$ cat src/rtl/overload_sequencer.sv
module overload_sequencer #(
  parameter int unsigned CONFIRM_CYCLES = 15_625_000
) (
  input  logic clk,
  input  logic rst_n,
  input  logic err_flag,
  input  logic ovp_level,
  input  logic gate_on,
  input  logic vcc_on,
  input  logic vcc_uvlo,
  input  logic vcc_floor,
  input  logic vcc_reset,
  input  logic thermal,
  output logic drive_en,
  output logic hv_src_en,
  output logic ss_restart,
  output logic fault
);
  localparam int TW = $clog2(CONFIRM_CYCLES + 1);
  localparam logic [TW-1:0] LAST = TW'(CONFIRM_CYCLES - 1);

  typedef enum logic [2:0] {S_BOOT, S_RUN, S_COAST, S_RECHG, S_LOCK} st_t;

  st_t           state;
  logic [TW-1:0] tmr;
  logic          second;
  logic          trip_ovp;

  assign trip_ovp = ovp_level && !gate_on;

  always_ff @(posedge clk or negedge rst_n) begin
    if (!rst_n) begin
      state      <= S_BOOT;
      tmr        <= '0;
      second     <= 1'b0;
      ss_restart <= 1'b0;
    end else begin
      ss_restart <= 1'b0;
      if (vcc_reset) begin
        state  <= S_BOOT;
        tmr    <= '0;
        second <= 1'b0;
      end else if (thermal || trip_ovp) begin
        state <= S_LOCK;
        tmr   <= '0;
      end else begin
        case (state)
          S_BOOT:
            if (vcc_on) begin
              state      <= S_RUN;
              ss_restart <= 1'b1;
            end
          S_RUN:
            if (vcc_uvlo) begin
              state  <= S_COAST;
              tmr    <= '0;
              second <= 1'b0;
            end else if (err_flag) begin
              if (tmr == LAST) begin
                state  <= S_COAST;
                tmr    <= '0;
                second <= 1'b0;
              end else begin
                tmr <= tmr + 1'b1;
              end
            end else begin
              tmr <= '0;
            end
          S_COAST:
            if (vcc_floor) state <= S_RECHG;
          S_RECHG:
            if (vcc_on) begin
              if (second) begin
                state      <= S_RUN;
                ss_restart <= 1'b1;
                second     <= 1'b0;
              end else begin
                state  <= S_COAST;
                second <= 1'b1;
              end
            end
          default: ;
        endcase
      end
    end
  end

  assign drive_en  = (state == S_RUN);
  assign hv_src_en = (state == S_BOOT) || (state == S_RECHG);
  assign fault     = (state == S_COAST) || (state == S_RECHG) || (state == S_LOCK);
endmodule

$ cat config.mk
export PLATFORM = sky130hd
export DESIGN_NAME = overload_sequencer
export DESIGN_NICKNAME = d
export VERILOG_FILES = /design/src/rtl/overload_sequencer.sv
export SDC_FILE = /design/constraint.sdc
export NUM_CORES = 1
export LEC_CHECK = 0
export ABC_AREA = 1
export CAP_MARGIN = 5
export CORE_ASPECT_RATIO = 0.75
export CORE_MARGIN = 2
export CORE_UTILIZATION = 30
export DETAILED_ROUTE_END_ITERATION = 16
export MAX_ROUTING_LAYER = met4
export SLEW_MARGIN = 5
export SYNTH_ARGS = -nofsm -noshare
export SYNTH_HDL_FRONTEND = slang
export SYNTH_SLANG_ARGS = --single-unit
$ cat constraint.sdc
create_clock -name clk -period 2.16 [get_ports clk]
set_input_delay 0.432 -clock clk [delete_from_list [all_inputs] [get_ports clk]]
set_output_delay 0.432 -clock clk [all_outputs]
set_load 0.05 [all_outputs]
# Word level (Yosys, flattened, before mapping)
# Cells that the tools add are included.
# word_totals
register_bits,29
latchBits,0
ramBits,0
romBits,0
inputBits,10
word_cells,61
n_memories,0
# op_classes
n_addsub,1
mul,0
n_div,0
magnitude_cmp,0
n_eq_ne,14
shift,0
n_mux,30
bitwise_logic,0
n_reduce_logical,12
# op_table
op,n
two-way mux 24 bit,6
"adder 24 x 1 -> 24 bit, second input constant",1
"equality test 24 bit, second input constant",1
two-way mux 3 bit,8
"!= test 4 bit, second input constant",4
two-way mux 1 bit,12
case mux 3 bit (4 select lines),1
"equality test 3 x 2 -> 1 bit, second input constant",2
AND reduction 6 bit,1
nonzero test 3 bit,2
nonzero test 6 bit,1
"!= test 5 x 3 -> 1 bit, second input constant",1
"!= test 5 x 4 -> 1 bit, second input constant",1
AND reduction 5 bit,1
logical OR 1 bit,4
"!= test 4 x 3 -> 1 bit, second input constant",1
case mux 1 bit (2 select lines),2
"equality test 3 x 1 -> 1 bit, second input constant",1
"equality test 3 bit, second input constant",1
logical NOT 3 bit,1
"!= test 3 bit, second input constant",1
two-way mux 2 bit,1
"!= test 2 bit, second input constant",1
logical AND 1 bit,1
logical NOT 1 bit,1

# Depth between registers and ports, before layout
# Gate-level depths: netlist (run 1).
# depth
ltp_word,7
depth_mapped,12
ltp_nobuf,12

# Worst setup path after synthesis (run 1)
# Ideal clock, no wire load.
# synth_path
kind,reg-to-output
start,reg state[1]
end,out fault
t_arrival_ps,1332
required_ps,1728
slack_ps,396
stages_incl_launch_ff,4
path_buffers,0
path_cell_list,dfrtp_1 > inv_1 > a21oi_1 > a21oi_1
# synth_between
elab_chain_len,3
word_cells_on_any_way,5
classes_between,eq/ne (3); reduce/logical (2)
# synth_lines
element,line,source
from (decl),24,st_t state;
from (signal assigned),33,state <= S_BOOT;
from (signal assigned),40,state <= S_BOOT;
from (signal assigned),44,state <= S_LOCK;
equality test 3 x 2 -> 1 bit,90,assign fault = (state == S_COAST) || (state == S_RECHG) || (state == S_LOCK);
logical OR 1 bit,90,
logical OR 1 bit (*),90,
to (decl),17,output logic fault
# Mark *: on every way between the ends. The rest lies on a longest branch, timed or not.

# Final worst setup path (run 1)
# layout_path
start,reg state[2]
end,out hv_src_en
# layout_between
elab_chain_len,2
word_cells_on_any_way,3
classes_between,eq/ne (1); reduce/logical (2)
# layout_lines
element,line,source
equality test 3 x 2 -> 1 bit / logical NOT 3 bit (equally long branches),89,assign hv_src_en = (state == S_BOOT) || (state == S_RECHG);
logical OR 1 bit (*),89,
to (decl),15,"output logic hv_src_en,"
# Marked as above.

==> impl_metrics.env, run 1 <==
export IMPL_postCtsHoldBufs=0
export IMPL_slowest_stage="dfrtp_1"
export IMPL_finalCriticalPeriod_ps=1850
export IMPL_worst_setup_path_start_kind="flop"
export IMPL_grt_pass1_vias=1651
export IMPL_whs_ps=516
export IMPL_place_congestion=0.859
export IMPL_clk_latency_ps=290
export IMPL_total_power_mw=1.16
export IMPL_cp_arrival_ps=1420
export IMPL_tns_ps=0
export IMPL_skew_ps=7.73
export IMPL_drive_gt1_frac=0.137
export IMPL_io_pins=14
export IMPL_syn2layout_area_growth_pct=18.4
export IMPL_power_density_nw_per_um2=519
export IMPL_numCtsBuffers=5
export IMPL_syn_area_um2=1890
export IMPL_die_w_um=95.8
export IMPL_crit_chain="inv_2, nand2_1, nor2_1, inv_1, nand2_1, buf_4"
export IMPL_cts_tree="built"
export IMPL_leakage_nw=1.01
export IMPL_ir_drop_uv=197
export IMPL_synth_seq_area_share=0.383
export IMPL_hp_class="in2async"
export IMPL_final_max_slew_viol_count=0
export IMPL_clock_sinks=29
export IMPL_finish_utilization=0.362
export IMPL_dr_pass1_iters=5
export IMPL_fmax_mhz=540
export IMPL_syn_area_per_cell_um2=7.09
export IMPL_grt_max_degree=30
export IMPL_cp_required_ps=1730
export IMPL_dr_total_vias=1742
export IMPL_maxCapViolations=0
export IMPL_clk_pin_slew_ps=70
export IMPL_die_area_um2=6970
export IMPL_critPathTopFamily="flip-flops"
export IMPL_tightest_slew_ps=492
export IMPL_track_usage=0.153
export IMPL_worstSetupPathType="reg2out"
export IMPL_hold_viol=0
export IMPL_cpPeakStageDelay_ps=400
export IMPL_cts_resized=0
export IMPL_rsz0062_at_grt="no"
export IMPL_antenna_found_initial=0
export IMPL_status="completed"
export IMPL_root_buffer="clkbuf_8"
export IMPL_post_place_ws_ps=73.7
export IMPL_end_kind="primary output"
export IMPL_clk_path_buf_depth=2
export IMPL_netlist_instances=267
export IMPL_final_cell_mix="nand2_1, nor2_1, inv_1"
export IMPL_nets=303
export IMPL_yosys_warnings=0
export IMPL_postCtsSetupBuffers=0
export IMPL_grt_pass1_wl_mm=7.85
export IMPL_yosys_cell_types_count=31
export IMPL_drt_initial_drc_count=96
export IMPL_antennaDiodeCount=0
export IMPL_synth_nets=278
export IMPL_path_max_fanout=7
export IMPL_die_h_um=72.8
export IMPL_setup_violations=0
export IMPL_drcViolationCount=0
export IMPL_ys_ff_latch=29
export IMPL_coreArea_um2=6190
export IMPL_crit_top_cell="nand2_1"
export IMPL_via_per_inst=4.66
export IMPL_antenna_left=0
export IMPL_wl_mm=4.49
export IMPL_htree_levels=2
export IMPL_routedWlPerCell_um=12.0
export IMPL_fp_row_count=25
export IMPL_slew_headroom=0.671
export IMPL_port_buffers=13
export IMPL_cp_num_buf_inv=3
export IMPL_initial_core_util=0.306
export IMPL_grt_overflow_total=0
export IMPL_fin_crit_sh=0.857
export IMPL_layout_commonest_cell="nand2_1"
export IMPL_fin_ws_ps=308
export IMPL_dp_hpwl_mm=3.65
cell type report:
| class | instances | area (um2) |
|---|---|---|
| fillers | 669 | 3950 |
| multi-input cells | 200 | 1030 |
| flip-flops and latches | 29 | 726 |
| repair buffers | 18 | 160 |
| inverters | 38 | 143 |
| well taps | 81 | 101 |
| clock buffers | 5 | 68.8 |
| clock inverters | 3 | 17.5 |
registers in the layout, summed over array words and instances (netlist names):
register,flops
ss_restart,1
second,1
state,3
tmr,24
per-stage QoR:
stage	instances	area, um2
global route	374	2240
CTS	374	2240
floorplan	267	1890
finish	374	2240
global placement	366	2160
detailed placement	366	2160
metal layers:
| layer | wire length (um) | global-route usage | vias up |
|---|---|---|---|
| met5 | 0 | - | - |
| met4 | 90 | 0.0619 | 0 |
| met3 | 169 | 0.0310 | 7 |
| met2 | 1820 | 0.204 | 24 |
| met1 | 2410 | 0.224 | 803 |
| li1 | - | - | 908 |
final timing paths:
path | slack [ps] | start | end | depth (start not counted)
worst max register to register | 410 | tmr[0] | tmr[12] | 11
worst min-delay path | 520 | rst_n | tmr[22] | 2
min in group clk | 520 | tmr[1] | tmr[1] | 2
worst max-delay path | 310 | state[2] | hv_src_en | 6
worst min register to register | 520 | tmr[1] | tmr[1] | 2
max in group asynchronous | 1370 | rst_n | tmr[4] | 2
cell usage after synthesis:
library cell   n  area [um2]
nand2_4        2        22.5
nor3_2         2        20.0
nor3_4         2        32.5
nand2_1       64         240
or2_1          1        6.26
a21o_1         2        15.0
ha_1           1        12.5
a21oi_1       10        50.1
a211oi_2       1        12.5
or2_2          1        6.26
nand2_2        4        25.0
o21a_1         2        15.0
nand3_2        3        30.0
dfrtp_1       29         726
nand3_1       23         115
nor3_1         9        45.0
xor2_1         3        26.3
nor2_1        44         165
o21ai_0        5        25.0
inv_1         35         131
nand4_1        5        31.3
nor4_1         2        12.5
or2_0          1        6.26
a31oi_1        1        6.26
nor2_4         4        45.0
nor2_2         1        6.26
a2111oi_0      1        8.76
nor3b_2        1        12.5
a2bb2oi_1      2        17.5
inv_2          3        11.3
o21ai_1        3        15.0
cells by family after synthesis:
group,count (synthesis),synth area share
AO/OA/AOI/OAI,27,0.0872
adder cells (fa/ha/maj),1,0.00660
XOR/XNOR,3,0.0139
buffers and inverters,38,0.0753
AND/OR/NAND/NOR,169,0.434
flip-flops,29,0.383
where the power goes:
part           internal (mW)  switching (mW)
Clock                  0.222           0.227
Combinational         0.0545          0.0979
Sequential             0.554         0.00951
(Power assumes the default switching activity.)
==> run 2: changes to the inputs <==
--- a/config.mk
+++ b/config.mk
@@ -10,9 +10,11 @@
 export CORE_ASPECT_RATIO = 0.75
 export CORE_MARGIN = 2
 export CORE_UTILIZATION = 30
+export CTS_CLUSTER_SIZE = 28
 export DETAILED_ROUTE_END_ITERATION = 16
 export MAX_ROUTING_LAYER = met4
 export SLEW_MARGIN = 5
 export SYNTH_ARGS = -nofsm -noshare
 export SYNTH_HDL_FRONTEND = slang
 export SYNTH_SLANG_ARGS = --single-unit
+export TNS_END_PERCENT = 20
==> results of run 2 <==
No change in the layout: final DEF, timing and power equal those of run 1.
